--- config.mk ---
export PLATFORM = sky130hd
export DESIGN_NAME = spec_load_gate
export DESIGN_NICKNAME = d
export VERILOG_FILES = /design/src/rtl/lsc_pkg.sv /design/src/rtl/lsc_older_mask.sv /design/src/rtl/lsc_addr_match.sv /design/src/rtl/spec_load_gate.sv
export SDC_FILE = /design/constraint.sdc
export NUM_CORES = 1
export LEC_CHECK = 0
export BUFFER_PORTS_ARGS = -buffer_cell sky130_fd_sc_hd__buf_2
export CAP_MARGIN = 20
export CORE_AREA = 2 2 123 125
export CTS_CLUSTER_DIAMETER = 200
export DETAILED_ROUTE_END_ITERATION = 16
export DIE_AREA = 0 0 125 127
export PLACE_DENSITY_LB_ADDON = 0.12
export SYNTH_ARGS = -nofsm -noshare
export SYNTH_HDL_FRONTEND = slang
export SYNTH_SLANG_ARGS = --single-unit
--- constraint.sdc ---
create_clock -name clk -period 0.8 [get_ports clk]
set_clock_uncertainty 0.2 [all_clocks]
set_input_delay 0.04 -clock clk [delete_from_list [all_inputs] [get_ports clk]]
set_output_delay 0.04 -clock clk [all_outputs]
set_load 0.02 [all_outputs]
--- src/rtl/lsc_pkg.sv ---
package lsc_pkg;
  typedef struct packed {
    logic go;
    logic stall;
    logic hit;
    logic unk;
  } lsc_verdict_t;

  localparam lsc_verdict_t LSC_IDLE = '{go: 1'b0, stall: 1'b0, hit: 1'b0, unk: 1'b0};
endpackage

--- src/rtl/lsc_older_mask.sv ---
module lsc_older_mask #(
  parameter int DEPTH = 8,
  parameter int IW    = $clog2(DEPTH)
) (
  input  logic [IW-1:0]    head,
  input  logic [IW-1:0]    ld_idx,
  output logic [DEPTH-1:0] older
);
  logic [IW-1:0] ld_dist;
  assign ld_dist = ld_idx - head;

  for (genvar j = 0; j < DEPTH; j++) begin : g_slot
    logic [IW-1:0] slot_dist;
    assign slot_dist = IW'(j) - head;
    assign older[j]  = (slot_dist < ld_dist);
  end
endmodule

--- src/rtl/lsc_addr_match.sv ---
module lsc_addr_match #(
  parameter int DEPTH = 8,
  parameter int AW    = 32
) (
  input  logic [DEPTH-1:0]    st_valid,
  input  logic [DEPTH-1:0]    st_known,
  input  logic [DEPTH*AW-1:0] st_addr,
  input  logic [AW-1:0]       ld_addr,
  output logic [DEPTH-1:0]    hit_vec,
  output logic [DEPTH-1:0]    unk_vec
);
  for (genvar j = 0; j < DEPTH; j++) begin : g_cmp
    logic eq;
    assign eq         = (st_addr[j*AW +: AW] == ld_addr);
    assign hit_vec[j] = st_valid[j] & st_known[j] & eq;
    assign unk_vec[j] = st_valid[j] & ~st_known[j];
  end
endmodule

--- src/rtl/spec_load_gate.sv ---
module spec_load_gate
  import lsc_pkg::*;
#(
  parameter int DEPTH = 8,
  parameter int AW    = 32,
  parameter int IW    = $clog2(DEPTH)
) (
  input  logic                clk,
  input  logic                rst_n,
  input  logic                ld_req,
  input  logic [IW-1:0]       ld_idx,
  input  logic [AW-1:0]       ld_addr,
  input  logic [IW-1:0]       head,
  input  logic [DEPTH-1:0]    st_valid,
  input  logic [DEPTH-1:0]    st_known,
  input  logic [DEPTH*AW-1:0] st_addr,
  output logic                ld_go,
  output logic                ld_stall,
  output logic                ld_stall_hit,
  output logic                ld_stall_unk
);
  logic [DEPTH-1:0] older;
  logic [DEPTH-1:0] hit_vec;
  logic [DEPTH-1:0] unk_vec;
  lsc_verdict_t     verdict_d;
  lsc_verdict_t     verdict_q;
  logic             verdict_en;

  lsc_older_mask #(.DEPTH(DEPTH), .IW(IW)) u_age (
    .head   (head),
    .ld_idx (ld_idx),
    .older  (older)
  );

  lsc_addr_match #(.DEPTH(DEPTH), .AW(AW)) u_cmp (
    .st_valid (st_valid),
    .st_known (st_known),
    .st_addr  (st_addr),
    .ld_addr  (ld_addr),
    .hit_vec  (hit_vec),
    .unk_vec  (unk_vec)
  );

  assign verdict_en = 1'b1;

  always_comb begin
    verdict_d = LSC_IDLE;
    if (ld_req) begin
      verdict_d.hit   = |(hit_vec & older);
      verdict_d.unk   = |(unk_vec & older);
      verdict_d.stall = verdict_d.hit | verdict_d.unk;
      verdict_d.go    = ~verdict_d.stall;
    end
  end

  always_ff @(posedge clk or negedge rst_n) begin
    if (!rst_n) begin
      verdict_q <= LSC_IDLE;
    end else if (verdict_en) begin
      verdict_q <= verdict_d;
    end
  end

  assign ld_go        = verdict_q.go;
  assign ld_stall     = verdict_q.stall;
  assign ld_stall_hit = verdict_q.hit;
  assign ld_stall_unk = verdict_q.unk;

  // grant and stall exclusive; a reason flag implies stall
  assert_go_stall_excl_R10: assert property (@(posedge clk) disable iff (!rst_n)
    !(ld_go && ld_stall) && ((ld_stall_hit || ld_stall_unk) == ld_stall));

  // no request, no verdict next cycle
  assert_idle_no_req_R8: assert property (@(posedge clk) disable iff (!rst_n)
    !ld_req |=> (!ld_go && !ld_stall));

  // load at head slot has no older store, so it is granted
  assert_head_load_go_R6: assert property (@(posedge clk) disable iff (!rst_n)
    (ld_req && ld_idx == head) |=> ld_go);

  // unknown-address stall needs some active store without an address
  assert_unk_source_R3: assert property (@(posedge clk) disable iff (!rst_n)
    !(|(st_valid & ~st_known)) |=> !ld_stall_unk);

  // with no active stores at all the load is never stalled
  assert_empty_go_R5: assert property (@(posedge clk) disable iff (!rst_n)
    (ld_req && st_valid == '0) |=> (ld_go && !ld_stall));
endmodule

==> results summary, run 1 <==
The post-placement setup slack came out at -2.07 ns. The cell at the root of the clock tree is clkbuf_16. The clock network accounts for 16.1% of the total power. The synthesized area per cell is 7.86 um^2.

STA classifies the critical path startpoint as an input pin. The die boundary height came out at 127 um. The reported net switching power is 1.95 mW. The cts-stage hold buffer count came out at 1. The final weighted congestion of routability-driven global placement came out at 0.926. After layout, the worst setup slack is -1.73 ns.

The final reports fail on negative hold slack, negative setup slack. The floorplan step defined a die boundary enclosing 15900 um^2. The final critical path time including I/O delays and setup is 2.53 ns. On the critical path the largest part of the delay comes from simple AND/OR/NAND/NOR gates.

The number of buffer and inverter stages on the critical path is 2. The count of standard-cell rows is 44. The slew at the pin closest to its max-slew limit came out at 0.567 ns.

The total half-perimeter wirelength after legalization and detailed placement is 19000 um. The number of flops mapped to enable cells by yosys is 0. The clock passes through at most 2 buffers. The via density per instance came out at 4.73. The post-detailed-placement cell area came out at 6130 um^2. The synthesized netlist contains 36 unique library cells. Of all flip-flops after synthesis, the portion carrying an async set or reset was 100%. Dividing the detail-routed wire length by the instance count gives 20.8 um. The floorplan step set the die width to 125 um.

Setup violations remaining at the end of the flow were counted as 8. The DRC violation total after the first TritonRoute iteration came out at 247. For this block, the via count after detailed routing is 4861. For this run, the number of Yosys warnings is 0. The type of the tightest min-delay check is in2reg. The area overhead of the layout relative to synthesis is 77.5%. The number of nets in the layout is 1167. Sorting the synthesized cells by how often they occur yields xor2_1, xnor2_1, nor4_1, nand4_1, clkbuf_1. By area the synthesized netlist is led by xor2_1, xnor2_1, nor4_1.

After synthesis the netlist holds a flip-flop and latch count of 4. The core region is 14400 um^2. Setup repair after global routing could not meet its margin everywhere.

Entering global routing, the biggest net connects 13 pins. TritonCTS built the clock tree. The fmax is 0.395 GHz. The biggest fanout along the worst timing path is 4. The initial core utilization came out at 24.8%. xor2_1 is the most common cell in the netlist. The share of synthesized area occupied by flip-flops and latches is 2.79%. For the worst setup path, the data arrival time is 2.44 ns. The sequential fraction of design power came out at 5.1%. The critical setup path kind is in2reg.

Across all hold checks on the routed design, the worst slack comes to -0.111 ns. The number of antenna-violating nets in the routed design is 0. The required time of the critical path is 0.70 ns. VDD sags by at most 0.000652 V. The switching part of the total is 40.9%. The number of top-level pins came out at 317. The worst setup path is captured at a flop. The number of hold violations in the final report is 8. The combined area of all synthesized cells is 3580 um^2. The worst relative slew slack came out at 61.8%. The part of the total power dissipated in combinational logic is 78.8%. The post-synthesis instance total is 456. The internal power consumption came out at 2.81 mW.

The number of iterations in the first detailed-routing pass came out at 4. The area share of the largest cell type after synthesis is 46.0%. The clock-pin slew on the worst setup and hold paths is 0.03 ns. The number of antenna cells inserted is 0.

The maximum level of the CTS H-tree came out at 1. On the worst path, the slowest cell contributes a delay of 0.55 ns. The run finished, with violations left. The number of pins exceeding their max-slew limit in the final report came to 0. The first global-routing pass estimated 30400 um of wire. The count of maximum capacitance violations is 0.

After routing the design area is 6360 um^2. The worst path uses 317% of the clock period. After detailed routing, the number of remaining DRC violations is 0. The synthesized net count came out at 778. The number of buffers created by CTS came out at 3. The initial antenna violation count was 1. The number of port buffers is 316. Global routing finished with a remaining overflow of 0. The global-route usage over all layers came out at 25.5%.

The critical path goes through buf_6 -> nand2b_4 -> fa_2 -> inv_4 -> ha_4 -> a2111oi_4 -> o41ai_2 -> or4_1 -> o31ai_2 -> nor4_4 -> and3_1. Clock tree synthesis found a total of 4 sinks. For this design the static power due to leakage is 3.12 nW.

The biggest area contributor in the post-synthesis netlist is xor2_1. The final layout contains routed wiring with a total length of 21300 um. The post-route total power came out at 4.76 mW. The fraction of final layout cells with drive strength greater than 1 is 52.9%. For this design, the slowest cell found on the critical path is fa_2.

Among all flip-flop cells after synthesis, the most frequent one is dfrtp_1. The ratio of total power to cell area came out at 748 nW/um^2. The via count of the first global-routing pass is 5135.
final cells by class:
class	instances	area, um^2
Inverter	7	28.8
Fill cell	1536	8060
Sequential cell	4	100
Clock buffer	3	75.1
Timing Repair Buffer	418	2420
Multi-Input combinational cell	411	3510
Tap cell	184	230
path summary, 6_finish.rpt:
kind / startpoint / endpoint / slack (ns) / cells after the start
setup / recovery: ld_idx[0] / ld_go / -1.73 / 11
min in group asynchronous: rst_n / ld_stall / -0.04 / 2
max in group asynchronous: rst_n / ld_stall_hit / 0.32 / 2
hold / removal: ld_req / ld_stall_hit / -0.11 / 2
routing by layer:
| metal | vias up | part of all wire (%) | GRT usage, % |
|---|---|---|---|
| met2 | 211 | 54 | 50.4 |
| met3 | 22 | 5.3 | 2.85 |
| met1 | 2276 | 39 | 29.8 |
| met5 | - | 0 | 0 |
| li1 | 2352 | - | - |
| met4 | 0 | 2.0 | 4.44 |
sequential cells by signal, indices dropped and copies added, names as in the netlist:
register and count:
ld_go 1, ld_stall_hit 1, ld_stall_unk 1, ld_stall 1
placed cells by master (no fill, tap or decap), drive strengths merged, types with 2 or more instances in the layout:
cell type  Yosys  routed
buf           14     417
xor2         188     188
xnor2         73      73
nor4          46      46
nand4         23      23
nor3          16      16
nand3         14      14
and3           8       8
ha             8       8
inv            7       7
a2111oi        5       5
or4            4       4
dfrtp          4       4
o41ai          4       4
nor2b          3       3
clkbuf        20       3
nand2b         3       3
a21oi          2       2
a31oi          2       2
power groups by stage:
stage	sequential, mW	clock, mW	combinational [mW]
2_1_floorplan	0.272	0	1.77
3_3_place_gp	0.238	0	3.53
3_5_place_dp	0.237	0	3.59
4_1_cts	0.241	0.782	3.73
5_1_grt	0.244	0.798	4.05
6_report	0.241	0.766	3.75
cells by family (layout without fill, tap and decap cells):
group                      after synthesis  after routing  share of synthesized area (%)
adders and majority gates                9              9                           3.35
DFF                                      4              4                           2.79
and+or+nand+nor                        120            120                           20.2
buffers and inverters                   41            428                           4.86
xor gates and xnor gates               261            261                           63.8
AOI/OAI and AO/OA                       21             21                           5.03
stage by stage:
step | setup TNS [ns] | instances | util, %
finish | -7.28 | 1027 | 44.1
global route | -7.71 | 1027 | 44.1
CTS | -7.32 | 1026 | 43.8
detailed placement | -8.01 | 1019 | 42.5
global placement | -7.63 | 1019 | 42.5
floorplan | -6.48 | 456 | -
what timing repair did:
item / 4_1_cts / 5_1_grt
setup buffers: 3 / 1
gates resized for setup: 19 / 4
hold endpoints to repair: 8 / 8
pin swaps: 14 / 6
setup endpoints to repair: 8 / 8
Note: power is estimated with default switching activity, not from simulation.
==> run 2, diff against run 1 <==
--- a/config.mk
+++ b/config.mk
@@ -7,11 +7,12 @@
 export LEC_CHECK = 0
 export BUFFER_PORTS_ARGS = -buffer_cell sky130_fd_sc_hd__buf_2
 export CAP_MARGIN = 20
-export CORE_AREA = 2 2 123 125
+export CORE_AREA = 2 2 125 127
 export CTS_CLUSTER_DIAMETER = 200
 export DETAILED_ROUTE_END_ITERATION = 16
-export DIE_AREA = 0 0 125 127
+export DIE_AREA = 0 0 127 129
 export PLACE_DENSITY_LB_ADDON = 0.12
 export SYNTH_ARGS = -nofsm -noshare
 export SYNTH_HDL_FRONTEND = slang
+export SYNTH_HIERARCHICAL = 1
 export SYNTH_SLANG_ARGS = --single-unit
==> results summary, run 2 <==
After synthesis, the largest family of logic cells by area is XOR/XNOR gates. The maximum level of the CTS H-tree came out at 1. The arrival time at the worst endpoint came out at 2.24 ns. Setup repair after global routing could not meet its margin everywhere. The setup path with the least slack is of type in2reg. Counting flops and latches in the post-synthesis netlist gives 4. For this run, the total global-route usage over all layers was measured as 25.7%. The post-route total power is 4.80 mW. The power share of the clock group is 15.9%. The checks that failed: negative hold slack, negative setup slack. The area enclosed by the die boundary came out at 16400 um^2. The area inside the core boundary came out at 15000 um^2. The via density per instance is 4.66. The part of the total power dissipated in combinational logic came out at 79.1%.

Of the total synthesized cell area, the portion taken by AND, OR, NAND and NOR gates is 19.1%. The synthesized area per cell came out at 7.84 um^2. The worst relative slew slack is 67.4%. The number of iterations in the first detailed-routing pass came out at 4. The compound-cell area share of the yosys netlist came out at 8.74%. Dividing the detail-routed wire length by the instance count gives 20.5 um. The peak supply drop is 0.000455 V. The library cell used most frequently in the layout, excluding fill and tap cells, is buf_2. From synthesis to final layout, the design area changed by 73.9%. Ranked by instance count, the synthesized netlist is headed by xor2_1, xnor2_1, nor4_1, clkbuf_1, nand4_1.

The total clock sinks came out at 4. Entering global routing, the biggest net connects 13 pins. Among all stages on the critical path, the largest delay is contributed by fa_2. The internal power consumption came out at 2.86 mW.

The final-report setup violation count came out at 8. After clock tree synthesis, the clock-pin slew on the worst setup and hold paths is 0.03 ns. For the finished layout, the period the worst path requires is 2.29 ns. Synthesis produced a netlist with a net count of 795. In the layout the commonest cells are buf_2, xor2_1, buf_4. The global-route wire length before repair came out at 31200 um. The number of antenna-violating nets in the routed design came out at 0. The most frequent cell after synthesis is xor2_1. The biggest fanout along the worst timing path came out at 4. The flow ran to the end, but the final reports show violations. The total leakage power is 3.18 nW. The xor-xnor portion of the synthesized cell area is 60.0%. During synthesis, Yosys emitted a total of 6 warnings. Final hold analysis gives a worst-case slack of -0.105 ns.

The final weighted congestion of routability-driven global placement is 0.913. STA classifies the critical path endpoint as a flop. The number of hold violations in the final report came out at 8.

The required time of the critical path came out at 0.75 ns. The share of synthesized area spent on multiplexers came out at 0.810%. For this run, the top clock speed supported by timing is 0.437 GHz. By area the synthesized netlist is led by xor2_1, xnor2_1, nor4_1. The reported net switching power came out at 1.94 mW. The share of synthesized area occupied by flip-flops and latches came out at 2.70%. After clock tree synthesis, the flow added hold-fix buffers numbering 1. The switching part of the total came out at 40.5%. The cell at the root of the clock tree is clkbuf_16. The aggregate negative setup slack is -6.36 ns. The post-synthesis instance total is 473. The combined area of all synthesized cells is 3710 um^2.

The post-placement setup slack came out at -1.84 ns. The most area-hungry cell type in the Yosys netlist is xor2_1. The clock tree buffer depth came out at 2. TritonCTS built the clock tree.

The DRC violation total after the first TritonRoute iteration is 179. The sum of overflow across all layers after global routing came out at 0. The post-route core utilization is 43.0%. In this design, the stage delay of the slowest critical-path cell is 0.55 ns. The synthesized design contains 0 enable-type register cells. The slew at the pin closest to its max-slew limit came out at 0.484 ns. The overall routed net length came out at 21600 um.

The sequential fraction of design power is 5.0%. The die is 127 um wide. The number of different library cells in the post-synthesis netlist is 49. The final critical path takes up 286% of the cycle. The fraction of final layout cells with drive strength greater than 1 is 51.2%. The number of buffers created by CTS is 3.

The adder-cell area share of the yosys netlist is 3.24%. The total half-perimeter wirelength after legalization and detailed placement came out at 19400 um. For this run, design rule violations remaining after detail routing come to 0. The count of standard-cell rows came out at 45. The number of nets in the layout came out at 1185. The number of vias after detailed routing is 4897. Traced cell by cell, the critical path runs through buf_6 -> nand2b_4 -> fa_2 -> inv_4 -> ha_4 -> a21oi_4 -> a211o_1 -> a22o_1 -> a221oi_2 -> and4_1.

The number of top-level pins came out at 317. The via count of the first global-routing pass is 5315. The proportion of register bits with asynchronous set or reset after synthesis came out at 100%. Once the floorplan was initialized, standard cells occupied 24.8% of the core. The most used flip-flop cell after synthesis is dfrtp_1. In this run the vertical extent of the chip is 129 um.

STA classifies the critical path startpoint as an input pin. The area share of the largest cell type after synthesis is 43.5%. The number of port buffers came out at 316. The ratio of total power to cell area came out at 745 nW/um^2. The worst setup slack after layout is -1.49 ns. The path class of the tightest hold or removal check is in2reg.

Max-cap violations in this run came to 0. The initial antenna violation count is 2. The number of pins exceeding their max-slew limit in the final report came out at 0.
-- run 2: through the flow --
stage | instances | instance area (um^2)
2_1_floorplan | 473 | 3740
3_5_place_dp | 1044 | 6260
6_report | 1051 | 6450
5_1_grt | 1051 | 6450
4_1_cts | 1048 | 6420
3_3_place_gp | 1044 | 6260
-- run 2: power by group through the flow --
stage	Clock [mW]	Sequential [mW]	Combinational, mW
floorplan	0	0.270	1.76
global placement	0	0.238	3.61
detailed placement	0	0.237	3.68
CTS	0.781	0.242	3.81
global route	0.805	0.244	4.12
finish	0.763	0.241	3.80
-- run 2: logic make-up after synthesis --
kind of cell | count (synthesis)
compound gates | 40
buf+inv | 49
xor+xnor | 251
mux | 3
fa+ha+maj | 9
simple gates | 117
flops | 4
-- run 2: metal layers --
metal / vias up / wire length [um] / GRT usage, %
met5: - / 0 / 0
met4: 0 / 346 / 5.37
met3: 16 / 1180 / 2.70
met2: 186 / 11500 / 49.6
met1: 2281 / 8580 / 30.7
li1: 2414 / - / -
-- run 2: worst paths after layout --
| kind | startpoint | end | slack [ns] | depth (start not counted) |
|---|---|---|---|---|
| worst max-delay path | ld_idx[0] | ld_go | -1.49 | 10 |
| worst min-delay path | ld_req | ld_stall_unk | -0.10 | 3 |
| max in group asynchronous | rst_n | ld_go | 0.32 | 2 |
| min in group asynchronous | rst_n | ld_stall_hit | -0.03 | 2 |
-- run 2: critical path: cells and delay by family --
kind	cells	cell delay, ns
AOI/OAI and AO/OA	4	0.85
adders and majority gates	2	0.84
buffers and inverters	2	0.15
and+or+nand+nor	2	0.36
-- run 2: what timing repair did --
| action | CTS | global route |
|---|---|---|
| endpoints found under the setup margin | 8 | 8 |
| cloned | 0 | 0 |
| gates resized for setup | 17 | 3 |
| buffers inserted | 0 | 1 |
| pin swaps | 7 | 4 |
| hold endpoints to repair | 8 | 8 |
-- run 2: final cells by class --
cell class / count / area [um^2]
Fill cell: 1588 / 8530
Multi-Input combinational cell: 420 / 3490
Timing Repair Buffer: 418 / 2480
Tap cell: 188 / 235
Sequential cell: 4 / 100
Clock buffer: 3 / 75.1
Inverter: 16 / 62.6
Antenna cell: 2 / 5.00
==> run 3, diff against run 2 <==
==> constraint.sdc (replaced) <==
create_clock -name clk -period 1.95 [get_ports clk]
set_clock_uncertainty 0.2 [all_clocks]
set_input_delay 0.0975 -clock clk [delete_from_list [all_inputs] [get_ports clk]]
set_output_delay 0.0975 -clock clk [all_outputs]
set_load 0.02 [all_outputs]
==> results summary, run 3 (same netlist as run 2, synthesis figures left out) <==
The flow ran to the end, but the final reports show violations. The final reports fail on negative setup slack. The number of top-level pins came out at 317. The die width is 127 um. Measured against its own limit, the worst slew margin works out to 68.5%. Setup violations remaining at the end of the flow were counted as 4. The family of cells with the greatest summed delay on the critical path is compound AO/OA/AOI/OAI gates.

The cell at the root of the clock tree is clkbuf_16. The clock-pin slew on the worst setup and hold paths is 0.03 ns. For the worst setup path, the data required time is 1.91 ns. The maximum number of pins on one net before global-route repair came out at 14. The average routed wire per standard cell is 20.7 um. Setup repair after global routing could not meet its margin everywhere. The number of pins exceeding their max-slew limit in the final report was 0.

CTS saw 4 sinks. In the routed design, unresolved DRC markers number 0. TritonCTS built the clock tree. The initial core utilization came out at 24.8%. The post-placement setup slack came out at -0.738 ns. The region available for standard cell placement spans 15000 um^2.

Across all setup checks in the final design, the least slack found is -0.377 ns. The delay of the slowest cell on the worst path came out at 0.54 ns. The smallest hold slack came out at 0.00676 ns. The number of nets in the layout came out at 1178. The die covers 16400 um^2. Timing would allow up to 0.430 GHz.

The signal on the critical path passes through buf_6 -> nand2b_4 -> fa_2 -> inv_4 -> ha_4 -> a21oi_2 -> a211o_1 -> a22o_1 -> a221oi_4 -> and4_1. Leaving out fill and tap cells, the most frequent cells in the layout are buf_2, xor2_1, buf_4. Dividing total power by cell area gives a power density of 308 nW/um^2. Wires add up to 21600 um. The initial antenna violation count is 3.

Dividing the final minimum period by the clock period gives 119%. The worst setup path is captured at a flop. The number of hold violations in the final report came out at 0. The critical setup path kind is in2reg. The commonest non-fill, non-tap cell in the layout is buf_2. For this design, the slowest cell found on the critical path is fa_2. Clock tree synthesis inserted a total of 3 buffers. The number of antenna-violating nets in the routed design came out at 0. For the pin with the worst max-slew slack, the measured transition is 0.468 ns. The count of maximum capacitance violations is 0. The final critical path time including I/O delays and setup came out at 2.33 ns. The DRC violation total after the first TritonRoute iteration is 253. The via count of the first global-routing pass is 5311.

STA classifies the critical path startpoint as an input pin. The die boundary height is 129 um. In this run the worst hold path is classified as in2async. After legalization and detailed placement, the total HPWL measured 19300 um.

The global-route wire length before repair came out at 30800 um. The aggregate negative setup slack is -1.29 ns. At the worst endpoint, the arrival time is 2.29 ns. The worst-case IR drop observed on VDD is 0.000202 V. Before antenna repair, the detailed router went through 4 iterations.

The area overhead of the layout relative to synthesis came out at 73.0%. Along the worst path, the maximum fanout reaches 4. Dividing the detail-routed via count by the number of cells gives 4.64. The analysis attributes to cell leakage a power of 3.15 nW. The number of buffer and inverter stages on the critical path came out at 2. During placement, the flow inserted port buffers numbering 316. The number of vias after detailed routing is 4840. The global-route usage over all layers is 25.3%. The sum of overflow across all layers after global routing came out at 0. Routability-driven placement finished with a final weighted congestion of 0.914. The clock tree buffer depth is 2. The maximum level of the CTS H-tree came out at 1.

The fraction of final layout cells with drive strength greater than 1 is 51.1%. The count of standard-cell rows is 45.
## run 3: changes by cell type in the layout (fill, tap and decap cells not counted), moves of 2 or more
cell / delta
a2111oi_1: -2
buf_6: -3
buf_4: -9
buf_2: +4
## run 3: cell type report
class	instances	area, um^2
Antenna cell	2	5.00
Clock buffer	3	75.1
Fill cell	1593	8560
Timing Repair Buffer	411	2410
Inverter	16	62.6
Sequential cell	4	100
Multi-Input combinational cell	420	3520
Tap cell	188	235
## run 3: per-layer routing
metal	part of all wire, %	global-route usage (%)	vias to the layer above
li1	-	-	2398
met1	39	29.3	2214
met2	53	49.1	199
met3	6.0	3.78	27
met4	2.0	5.69	2
met5	0.051	0	-
## run 3: power breakdown
group          total (mW)  switching, mW  internal (mW)
registers          0.0962        0.00255         0.0937
logic                1.56          0.749          0.807
clock network       0.324         0.0620          0.262
## run 3: final timing paths
check	start	to	slack (ns)	cells past startpoint
max	ld_idx[0]	ld_go	-0.38	10
min	rst_n	ld_go	0.007	2
max in group asynchronous	rst_n	ld_stall_unk	1.43	2
min in group clk	st_valid[2]	ld_stall_unk	0.20	4
## run 3: per-stage QoR
step / instances / instance area (um^2) / power (mW) / utilization [%]
4_1_cts: 1042 / 6380 / 1.97 / 42.6
3_3_place_gp: 1035 / 6200 / 1.56 / 41.4
6_report: 1044 / 6410 / 1.98 / 42.8
3_5_place_dp: 1035 / 6200 / 1.59 / 41.4
5_1_grt: 1044 / 6410 / 2.12 / 42.8
2_1_floorplan: 473 / 3740 / 0.835 / -
## run 3: repair_timing
| action | CTS | global route |
|---|---|---|
| resized for setup | 12 | 5 |
| endpoints found under the setup margin | 4 | 4 |
| pin swaps | 12 | 4 |
| hold buffers | 2 | 0 |
| gates cloned | 0 | 0 |
| hold endpoints to repair | 8 | 0 |
| setup buffers | 2 | 0 |
